File: src/rtl/clkmod_evt_pkg.sv
package clkmod_evt_pkg;

  localparam int DATA_W  = 8;
  localparam int NUM_EVT = 8;

  localparam logic [7:0] ADDR_STATUS = 8'h11;
  localparam logic [7:0] ADDR_EVENT  = 8'h12;
  localparam logic [7:0] ADDR_ENABLE = 8'h13;

  localparam int EVB_REF_LOST   = 0;
  localparam int EVB_REF_FOUND  = 1;
  localparam int EVB_MS_IDLE    = 2;
  localparam int EVB_MS_BUSY    = 3;
  localparam int EVB_STAT_CHG   = 4;
  localparam int EVB_ACTREF_CHG = 5;
  localparam int EVB_LOS        = 6;
  localparam int EVB_LOL        = 7;

  typedef logic [NUM_EVT-1:0] evt_vec_t;
  typedef logic [DATA_W-1:0]  data_t;

endpackage

File: src/rtl/clkmod_evt_detect.sv
module clkmod_evt_detect
  import clkmod_evt_pkg::*;
#(
  parameter int NUM_REFS = 4,
  parameter int MODE_W   = 6,
  parameter int IDX_W    = 2,
  localparam int STAT_W  = MODE_W + 2
) (
  input  logic                clk_i,
  input  logic                rst_ni,
  input  logic [NUM_REFS-1:0] ref_avail_i,
  input  logic                msref_active_i,
  input  logic [MODE_W-1:0]   mode_i,
  input  logic [IDX_W-1:0]    act_ref_i,
  input  logic                los_i,
  input  logic                lol_i,
  output evt_vec_t            pulse_o,
  output logic [STAT_W-1:0]   stat_o,
  output logic                armed_o
);

  logic [NUM_REFS-1:0] avail_q;
  logic [NUM_REFS-1:0] ref_lost;
  logic [NUM_REFS-1:0] ref_found;
  logic                act_q;
  logic [IDX_W-1:0]    idx_q;
  logic [STAT_W-1:0]   stat_now;
  logic [STAT_W-1:0]   stat_q;
  logic                armed_q;
  evt_vec_t            raw;

  assign stat_now = {mode_i, lol_i, los_i};

  for (genvar r = 0; r < NUM_REFS; r++) begin : g_ref
    assign ref_lost[r]  = avail_q[r] & ~ref_avail_i[r];
    assign ref_found[r] = ~avail_q[r] & ref_avail_i[r];
  end

  always_comb begin
    raw                 = '0;
    raw[EVB_REF_LOST]   = |ref_lost;
    raw[EVB_REF_FOUND]  = |ref_found;
    raw[EVB_MS_IDLE]    = act_q & ~msref_active_i;
    raw[EVB_MS_BUSY]    = ~act_q & msref_active_i;
    raw[EVB_STAT_CHG]   = (stat_now != stat_q);
    raw[EVB_ACTREF_CHG] = (act_ref_i != idx_q);
    raw[EVB_LOS]        = los_i & ~stat_q[0];
    raw[EVB_LOL]        = lol_i & ~stat_q[1];
  end

  always_ff @(posedge clk_i or negedge rst_ni) begin
    if (!rst_ni) begin
      avail_q <= '0;
      act_q   <= 1'b0;
      idx_q   <= '0;
      stat_q  <= '0;
      armed_q <= 1'b0;
    end else begin
      avail_q <= ref_avail_i;
      act_q   <= msref_active_i;
      idx_q   <= act_ref_i;
      stat_q  <= stat_now;
      armed_q <= 1'b1;
    end
  end

  assign pulse_o = armed_q ? raw : '0;
  assign stat_o  = stat_q;
  assign armed_o = armed_q;

endmodule

File: src/rtl/clkmod_evt_store.sv
module clkmod_evt_store
  import clkmod_evt_pkg::*;
(
  input  logic     clk_i,
  input  logic     rst_ni,
  input  evt_vec_t pulse_i,
  input  logic     clr_i,
  input  logic     en_wr_i,
  input  evt_vec_t en_wdata_i,
  output evt_vec_t evt_o,
  output evt_vec_t en_o,
  output logic     irq_o
);

  evt_vec_t evt_q, evt_d;
  evt_vec_t en_q, en_d;
  logic     irq_q;

  always_comb begin
    evt_d = (clr_i ? '0 : evt_q) | pulse_i;
    en_d  = en_wr_i ? en_wdata_i : en_q;
  end

  always_ff @(posedge clk_i or negedge rst_ni) begin
    if (!rst_ni) begin
      evt_q <= '0;
      en_q  <= '0;
      irq_q <= 1'b0;
    end else begin
      evt_q <= evt_d;
      en_q  <= en_d;
      irq_q <= |(evt_d & en_d);
    end
  end

  assign evt_o = evt_q;
  assign en_o  = en_q;
  assign irq_o = irq_q;

endmodule

File: src/rtl/clkmod_evt_regport.sv
module clkmod_evt_regport
  import clkmod_evt_pkg::*;
#(
  parameter int ADDR_W = 8,
  parameter int STAT_W = 8
) (
  input  logic              clk_i,
  input  logic              rst_ni,
  input  logic              rd_i,
  input  logic              wr_i,
  input  logic [ADDR_W-1:0] addr_i,
  input  data_t             wdata_i,
  input  evt_vec_t          evt_i,
  input  evt_vec_t          en_i,
  input  logic [STAT_W-1:0] stat_i,
  output logic              clr_o,
  output logic              en_wr_o,
  output evt_vec_t          en_wdata_o,
  output data_t             rdata_o,
  output logic              rvalid_o
);

  localparam logic [ADDR_W-1:0] A_STAT = ADDR_W'(ADDR_STATUS);
  localparam logic [ADDR_W-1:0] A_EVT  = ADDR_W'(ADDR_EVENT);
  localparam logic [ADDR_W-1:0] A_EN   = ADDR_W'(ADDR_ENABLE);

  data_t rd_sel;
  data_t rdata_q;
  logic  rvalid_q;

  assign clr_o      = rd_i && (addr_i == A_EVT);
  assign en_wr_o    = wr_i && (addr_i == A_EN);
  assign en_wdata_o = wdata_i;

  always_comb begin
    case (addr_i)
      A_STAT:  rd_sel = DATA_W'(stat_i);
      A_EVT:   rd_sel = evt_i;
      A_EN:    rd_sel = en_i;
      default: rd_sel = '0;
    endcase
  end

  always_ff @(posedge clk_i or negedge rst_ni) begin
    if (!rst_ni) begin
      rdata_q  <= '0;
      rvalid_q <= 1'b0;
    end else begin
      rvalid_q <= rd_i;
      rdata_q  <= rd_i ? rd_sel : '0;
    end
  end

  assign rdata_o  = rdata_q;
  assign rvalid_o = rvalid_q;

endmodule

File: src/rtl/clkmod_evt_irq.sv
module clkmod_evt_irq
  import clkmod_evt_pkg::*;
#(
  parameter int NUM_REFS  = 4,
  parameter int MODE_W    = 6,
  parameter int ADDR_W    = 8,
  localparam int IDX_W    = (NUM_REFS > 1) ? $clog2(NUM_REFS) : 1,
  localparam int STAT_W   = MODE_W + 2
) (
  input  logic                clk_i,
  input  logic                rst_ni,
  input  logic [NUM_REFS-1:0] ref_avail_i,
  input  logic                msref_active_i,
  input  logic [MODE_W-1:0]   mode_i,
  input  logic [IDX_W-1:0]    act_ref_i,
  input  logic                los_i,
  input  logic                lol_i,
  input  logic                host_rd_i,
  input  logic                host_wr_i,
  input  logic [ADDR_W-1:0]   host_addr_i,
  input  logic [7:0]          host_wdata_i,
  output logic [7:0]          host_rdata_o,
  output logic                host_rvalid_o,
  output logic                irq_o
);

  evt_vec_t          pulse;
  evt_vec_t          evt_q;
  evt_vec_t          en_q;
  evt_vec_t          en_wdata;
  logic [STAT_W-1:0] stat_q;
  logic              armed_q;
  logic              clr;
  logic              en_wr;

  clkmod_evt_detect #(
    .NUM_REFS (NUM_REFS),
    .MODE_W   (MODE_W),
    .IDX_W    (IDX_W)
  ) u_detect (
    .clk_i          (clk_i),
    .rst_ni         (rst_ni),
    .ref_avail_i    (ref_avail_i),
    .msref_active_i (msref_active_i),
    .mode_i         (mode_i),
    .act_ref_i      (act_ref_i),
    .los_i          (los_i),
    .lol_i          (lol_i),
    .pulse_o        (pulse),
    .stat_o         (stat_q),
    .armed_o        (armed_q)
  );

  clkmod_evt_store u_store (
    .clk_i      (clk_i),
    .rst_ni     (rst_ni),
    .pulse_i    (pulse),
    .clr_i      (clr),
    .en_wr_i    (en_wr),
    .en_wdata_i (en_wdata),
    .evt_o      (evt_q),
    .en_o       (en_q),
    .irq_o      (irq_o)
  );

  clkmod_evt_regport #(
    .ADDR_W (ADDR_W),
    .STAT_W (STAT_W)
  ) u_regport (
    .clk_i      (clk_i),
    .rst_ni     (rst_ni),
    .rd_i       (host_rd_i),
    .wr_i       (host_wr_i),
    .addr_i     (host_addr_i),
    .wdata_i    (host_wdata_i),
    .evt_i      (evt_q),
    .en_i       (en_q),
    .stat_i     (stat_q),
    .clr_o      (clr),
    .en_wr_o    (en_wr),
    .en_wdata_o (en_wdata),
    .rdata_o    (host_rdata_o),
    .rvalid_o   (host_rvalid_o)
  );

endmodule

File: config.mk
export PLATFORM = sky130hd
export DESIGN_NAME = clkmod_evt_irq
export DESIGN_NICKNAME = d
export VERILOG_FILES = /design/src/rtl/clkmod_evt_pkg.sv /design/src/rtl/clkmod_evt_detect.sv /design/src/rtl/clkmod_evt_store.sv /design/src/rtl/clkmod_evt_regport.sv /design/src/rtl/clkmod_evt_irq.sv
export SDC_FILE = /design/constraint.sdc
export NUM_CORES = 1
export LEC_CHECK = 0
export ABC_AREA = 0
export ABC_CLOCK_PERIOD_IN_PS = 3500
export BUFFER_PORTS_ARGS = -buffer_cell sky130_fd_sc_hd__buf_4
export CORE_MARGIN = 5
export CORE_UTILIZATION = 50
export CTS_BUF_LIST = sky130_fd_sc_hd__clkbuf_16
export DETAILED_ROUTE_END_ITERATION = 16
export HOLD_SLACK_MARGIN = 0.15
export MAX_ROUTING_LAYER = met4
export PLACE_DENSITY = 0.74
export SLEW_MARGIN = 20
export SYNTH_ARGS = -nofsm -noshare
export SYNTH_HDL_FRONTEND = slang
export SYNTH_SLANG_ARGS = --single-unit
File: constraint.sdc
create_clock -name clk_i -period 3.5 [get_ports clk_i]
set_input_delay 0.525 -clock clk_i [delete_from_list [all_inputs] [get_ports clk_i]]
set_output_delay 0.525 -clock clk_i [all_outputs]
set_load 0.02 [all_outputs]
==> impl_metrics.ini, run 1 <==
[floorplanning]
fp-row-count = 22
initial_utilization = 0.510
design.die.area_sq_um = 4990
io_pins = 45
die_height_microns = 70.7
coreArea_sq_um = 3610
die_width_microns = 70.7

[cells_and_area]
post_layout_nonfiller_instances = 252
layout-drive-gt1-share = 0.324
syn2layout_area_growth_pct = 29.4
num_antenna_cells = 0
nNetsFinal = 240

[outcome]
run_status = completed

[synth]
seq_area_frac_synth = 0.571
ys_top_cells_by_count = 42 x dfrtp_1, 18 x nor2_1, 9 x a21oi_1, 9 x nor2b_1, 8 x mux2i_1
synthesis.yosys.warnings = 0
yosys-top-cells-area = dfrtp_1 57%, mux2i_1 4.4%, nor2_1 3.7%
synth_enable_flop_cells = 0
synth.most_common_cell = dfrtp_1
yosys.cell_types.count = 41
synth.avg_cell_area_sq_um = 11.8
number_of_register_bits_inferred_by_synthesis = 42
synth_top_flop_cell = dfrtp_1
synth-async-reset-ratio = 1.00
yosys.area.top_type_share = 0.571
synthDominantAreaCellType = dfrtp_1
syn-instance-count = 156
synth.net_count = 193
syn-cell-area_sq_um = 1840

[global_routing]
grt_start_max_net_pins = 43
first_pass_grt_wire_length_microns = 7360
number_of_global_route_vias_before_repair = 1495
grt_usage = 0.198
antenna_violations_before_repair = 0
overflow = 0

[routing]
routedWlPerCell_microns = 17.1
dr_total_vias = 1334
drt-pass1-iter-count = 4
via_per_inst = 5.29
remaining_drc_errors = 0
drt-total-wl_microns = 4310
detailed_route_iter0_violations = 41
final_antenna_net_count = 0

[sta]
report.final.slew_viol_count = 0
setup_violations = 0
period_needed_ns = 2.15
timing_hold_violations_final = 0
clock_skew_ns = 0.00744
relSlewSlack = 0.523
max_freq_mhz = 466
tns_ns = 0
rsz0062_at_grt = false
tightestPinTransition_ns = 0.711
final_min_period_over_clock_period = 0.613

[power]
clock_power_share = 0.454
p_leak_nw = 1.13
cell_internal_pwr_w = 0.000902
power.switching_fraction = 0.226
peakVddDrop_mv = 0.324
power_switching_w = 0.000263
sequential_fraction_of_design_power = 0.443
power_dens_cells_nw_per_um2 = 490
combPwrFrac = 0.103

[worst_setup_path]
worst-setup-path-type = in2reg
arrival_ns = 2.31
setup.reg_to_reg.worst_slack_ns = 1.78
critPathLaunchType = primary input
cp_slowest_cell = nor4b_2
worst-path-buf-inv = 1
worst-endpoint-required_ns = 3.66
critical_path.cell_chain = buf_4, nor4b_2, nand4_1, a22o_1, a2111oi_2, nand4_1
crit_family = simple AND/OR/NAND/NOR gates
crit_path_max_fanout = 5
critPathMaxStageDelay_ns = 0.53
critical-path-top-cell-by-count = nand4_1
cp-end-kind = flop

[clock_tree]
clock_path_buffers = 2
post_cts_resized = 0
cts_inserted_buffers = 5
cts_hold_buffers = 0
tritoncts = yes
cts_root_buffer = clkbuf_16
cts-htree-levels = 2
clock-sinks = 42
clock_pin_transition_on_the_worst_setup_and_hold_timing_paths_ns = 0.06
post_cts_setup_buffer_count = 0
clock_latency_ns = 0.29

[placed_design]
hpwl_microns = 3210
finalWeightedCongestion = 0.824
port_buffers = 44
post-place-cells = 244

[flow_run]
maxCapViolations = 0

[min_path]
hold_path.class = in2async
==> worst register-to-register path: stages (launching register included) <==
cell and delay, ns:
dfrtp_1 0.34, nor2b_1 0.05, o41ai_1 0.52, a22oi_1 0.20, a2111oi_2 0.37, nand4_1 0.13
==> final timing paths <==
path | startpoint | end | cells after the start
setup / recovery | host_addr_i[5] | u_store.irq_o | 6
hold / removal | rst_ni | u_detect.idx_q[1] | 1
setup reg to reg | u_detect.avail_q[3] | u_store.irq_o | 5
hold reg to reg | u_store.evt_o[2] | u_store.evt_o[2] | 1
max in group asynchronous | rst_ni | u_regport.rdata_o[3] | 1
min in group clk_i | mode_i[0] | u_detect.stat_o[2] | 1
==> cell type report <==
class                   count  area [sq um]
multi-input cells         104           743
inverters                   5          18.8
fillers                   307          1230
clock inverters             3          43.8
well taps                  48          60.1
repair buffers             45           338
clock buffers               5           125
flip-flops and latches     42          1050
==> routing by layer <==
| layer | share of wire | wire length (microns) | global-route usage | vias up |
|---|---|---|---|---|
| met4 | 0.012 | 53 | 0.0501 | 0 |
| met2 | 0.51 | 2210 | 0.346 | 31 |
| met3 | 0.056 | 242 | 0.0611 | 6 |
| met5 | 0 | 0 | - | - |
| li1 | - | - | - | 645 |
| met1 | 0.42 | 1810 | 0.222 | 652 |
==> flip-flops by register name (all words and copies together), names as in the netlist <==
name / count
u_regport.rvalid_o: 1
u_detect.armed_o: 1
u_detect.act_q: 1
u_store.evt_o: 8
u_store.en_o: 8
u_detect.idx_q: 2
u_regport.rdata_o: 8
u_store.irq_o: 1
u_detect.stat_o: 8
u_detect.avail_q: 4
==> placed cells by master (no fill, tap or decap), drive strengths merged, types with 3 or more instances in the layout <==
master / count
mux2i: 8
mux2: 5
nand2: 7
buf: 45
nand4: 5
nor2: 18
dfrtp: 42
clkbuf: 5
a22oi: 3
xnor2: 5
nor2b: 9
xor2: 3
a21oi: 9
o31ai: 5
inv: 6
==> power groups by stage <==
stage / Sequential (W) / Combinational [W] / Clock [W]
final: 0.000516 / 0.000120 / 0.000528
after global placement: 0.000525 / 0.000119 / 0
after CTS: 0.000516 / 0.000122 / 0.000536
after floorplan: 0.000526 / 0.0000537 / 0
after detailed placement: 0.000525 / 0.000121 / 0
after global routing: 0.000518 / 0.000134 / 0.000559
==> per-stage QoR <==
step                      setup WS (ns)  instance area (sq um)  utilization  hold WS (ns)  power (W)
final                              1.35                   2380        0.660         0.214    0.00116
after CTS                          1.34                   2380        0.660         0.234    0.00117
after detailed placement           1.03                   2210        0.613         0.497   0.000646
after floorplan                    1.36                   1840            -         0.229   0.000580
after global routing               1.13                   2380        0.660         0.262    0.00121
after global placement             1.15                   2210        0.613         0.487   0.000644
==> cells by family (layout without fill, tap and decap cells) <==
family	count (synthesis)	count (layout)	synth area share
adders and majority gates	2	2	0.0136
muxes	13	13	0.0741
and+or+nand+nor	51	51	0.157
AOI/OAI and AO/OA	29	29	0.119
buffers and inverters	10	58	0.0245
other	1	1	0.00204
xor gates and xnor gates	8	8	0.0381
DFF	42	42	0.571
Power figures use the tool's default switching activity.
==> run 2: changes to the inputs <==
--- a/config.mk
+++ b/config.mk
@@ -5,11 +5,11 @@
 export SDC_FILE = /design/constraint.sdc
 export NUM_CORES = 1
 export LEC_CHECK = 0
-export ABC_AREA = 0
-export ABC_CLOCK_PERIOD_IN_PS = 3500
+export ABC_AREA = 1
+export ABC_CLOCK_PERIOD_IN_PS = 1800
 export BUFFER_PORTS_ARGS = -buffer_cell sky130_fd_sc_hd__buf_4
 export CORE_MARGIN = 5
-export CORE_UTILIZATION = 50
+export CORE_UTILIZATION = 47
 export CTS_BUF_LIST = sky130_fd_sc_hd__clkbuf_16
 export DETAILED_ROUTE_END_ITERATION = 16
 export HOLD_SLACK_MARGIN = 0.15
==> constraint.sdc (replaced) <==
create_clock -name clk_i -period 1.8 [get_ports clk_i]
set_input_delay 0.27 -clock clk_i [delete_from_list [all_inputs] [get_ports clk_i]]
set_output_delay 0.27 -clock clk_i [all_outputs]
set_load 0.02 [all_outputs]
==> run 2 against run 1 <==
  * Via count rose by 18%
  * Non-clock buffer count rose by 18
  * Synthesized cell count rose by 35%
  * Critical path depth rose by 6
  * Largest power group is now registers
  * Sequential power rose by 94%
  * Global-route usage fell by 2.2 points
  * Highest routed layer unchanged
==> impl_metrics.ini, run 2 <==
[synth]
synth.most_common_cell = nand2_1
yosys.area.top_type_share = 0.577
synth-async-reset-ratio = 1.00
syn-instance-count = 210
syn-cell-area_sq_um = 1820
synth.net_count = 247
synth.avg_cell_area_sq_um = 8.67
yosys.cell_types.count = 20
ys_top_cells_by_count = 90 x nand2_1, 42 x dfrtp_1, 22 x inv_1
yosys-top-cells-area = dfrtp_1 58%, nand2_1 19%, inv_1 4.5%
synth_top_flop_cell = dfrtp_1
synthDominantAreaCellType = dfrtp_1
seq_area_frac_synth = 0.577
synthesis.yosys.warnings = 0
number_of_register_bits_inferred_by_synthesis = 42
synth_enable_flop_cells = 0

[worst_setup_path]
crit_path_max_fanout = 2
worst-setup-path-type = in2reg
critical-path-top-cell-by-count = nand2_1
startpoint_of_the_worst_register_to_register_path = u_detect.stat_o[0]
cp-end-kind = flop
crit_start = los_i
arrival_ns = 1.86
worst-endpoint-required_ns = 1.97
critical_path.cell_chain = dlygate4sd3_1, buf_4, ha_4, nand2_1, nor2_1, nand2_1, nor2_1, nand2_1, nand2_1, nand2_1, nand2_1, nand3_1
setup.reg_to_reg.worst_slack_ns = 0.37
cp_slowest_cell = dlygate4sd3_1
critPathLaunchType = primary input
r2r_cells = 11
regToRegEndpoint = u_store.irq_o
critPathMaxStageDelay_ns = 0.54

[sta]
period_needed_ns = 1.69
hold_slack_ns = 0.242
relSlewSlack = 0.526
timing_hold_violations_final = 0
report.final.slew_viol_count = 0
clock_skew_ns = 0.00304
tightestPinTransition_ns = 0.710
final_min_period_over_clock_period = 0.939
setup_violations = 0
max_freq_mhz = 592

[clock_tree]
tritoncts = yes
cts_inserted_buffers = 5
clock_pin_transition_on_the_worst_setup_and_hold_timing_paths_ns = 0.05
clock-sinks = 42
clock_path_buffers = 2
clock_latency_ns = 0.28
post_cts_setup_buffer_count = 0
cts-htree-levels = 2
cts_root_buffer = clkbuf_16

[placed_design]
hpwl_microns = 2900
finalWeightedCongestion = 0.809
post-place-cells = 302
postPlaceCellArea_sq_um = 2200
port_buffers = 44

[min_path]
timing.hold.worst_path_depth = 3
hold_path.startpoint = host_wdata_i[6]
hold_path.class = in2reg
min_delay_worst_endpoint = u_store.en_o[6]

[cells_and_area]
final_area_sq_um = 2530
count_of_filler_cells_inserted_in_the_layout = 325
mostFrequentLayoutCell = nand2_1
layout-drive-gt1-share = 0.211
syn2layout_area_growth_pct = 39.1
multi_input_area_sq_um = 688
num_antenna_cells = 0
register_area_sq_um = 1050
utilization = 0.682
mostFrequentLayoutCells = 90 x nand2_1, 46 x buf_4, 42 x dfrtp_1, 22 x inv_1, 17 x dlygate4sd3_1
post_layout_nonfiller_instances = 327
nNetsFinal = 315

[routing]
drt-total-wl_microns = 4120
dr_total_vias = 1570
routedWlPerCell_microns = 12.6
detailed_route_iter0_violations = 149
via_per_inst = 4.80
remaining_drc_errors = 0
final_antenna_net_count = 0
drt-pass1-iter-count = 4

[floorplanning]
initial_utilization = 0.490
die_width_microns = 72.3
design.die.area_sq_um = 5220
fp-row-count = 22
die_height_microns = 72.3
coreArea_sq_um = 3720
io_pins = 45

[global_routing]
grt_start_max_net_pins = 43
overflow = 0
grt_usage = 0.176
antenna_violations_before_repair = 0
number_of_global_route_vias_before_repair = 1571
first_pass_grt_wire_length_microns = 6790

[power]
power_switching_w = 0.000466
peakVddDrop_mv = 0.588
power_dens_cells_nw_per_um2 = 814
p_leak_nw = 1.30
combPwrFrac = 0.109
power.switching_fraction = 0.226
clock_power_share = 0.404
cell_internal_pwr_w = 0.00160
sequential_fraction_of_design_power = 0.486

[flow_run]
maxCapViolations = 0

[outcome]
run_status = completed
run 2: cell count changes after synthesis, sizes merged, moves of 6 or more:
cell	delta
a21oi	-9
a31oi	+7
inv	+17
mux2i	-8
nand2	+84
nand3	+13
nor2b	-9
o21ai	+6
run 2: how the worst max path moves through the flow:
stage / end / slack [ns] / cells past startpoint
after CTS: u_store.irq_o / 0.15 / 12
after detailed placement: u_store.irq_o / 0.20 / 11
after floorplan: u_store.irq_o / 0.54 / 11
final: u_store.irq_o / 0.11 / 12
after global routing: u_store.irq_o / -0.01 / 12
after global placement: u_store.irq_o / 0.23 / 11
run 2: power by group through the flow:
stage	logic (W)	registers [W]	clock network, W
final	0.000225	0.00100	0.000834
after CTS	0.000221	0.00100	0.000855
after floorplan	0.0000724	0.00102	0
after global placement	0.000189	0.00102	0
after global routing	0.000254	0.00101	0.000899
after detailed placement	0.000191	0.00102	0
run 2: kinds of logic (layout without fill, tap and decap cells):
group | after synthesis | after routing | share of synthesized area
adders and majority gates | 2 | 2 | 0.0137
and+or+nand+nor | 120 | 120 | 0.273
xor gates and xnor gates | 5 | 5 | 0.0240
AOI/OAI and AO/OA | 16 | 16 | 0.0508
other | 1 | 1 | 0.00206
DFF | 42 | 42 | 0.577
buffers and inverters | 24 | 93 | 0.0591
run 2: critical path, delay by kind of cell:
kind	cells	cell delay (ns)
fa+ha+maj	1	0.25
simple gates	9	0.65
buf+inv	2	0.69
run 2: what timing repair did:
item | 4_1_cts | 5_1_grt
hold buffers | 17 | 0
resized for setup | 0 | 2
setup endpoints to repair | 0 | 1
endpoints found under the hold margin | 58 | 0
run 2: layout make-up:
type,count,share of cell area
inverter,22,0.0326
tap,48,0.0237
timing repair buffer,63,0.203
clock buffer,5,0.0494
multi-input combinational,144,0.272
sequential,42,0.415
clock inverter,3,0.00444
run 2: through the flow:
stage | setup slack, ns | power [W] | setup TNS, ns
after floorplan | 0.544 | 0.00109 | 0
after global placement | 0.226 | 0.00121 | 0
after detailed placement | 0.201 | 0.00121 | 0
after CTS | 0.146 | 0.00208 | 0
after global routing | -0.0147 | 0.00216 | -0.0147
final | 0.110 | 0.00206 | 0
run 2: layer usage:
| layer | global-route usage | wire, microns |
|---|---|---|
| met1 | 0.208 | 1690 |
| met3 | 0.0582 | 298 |
| met5 | - | 0 |
| met2 | 0.288 | 2070 |
| met4 | 0.0501 | 50 |
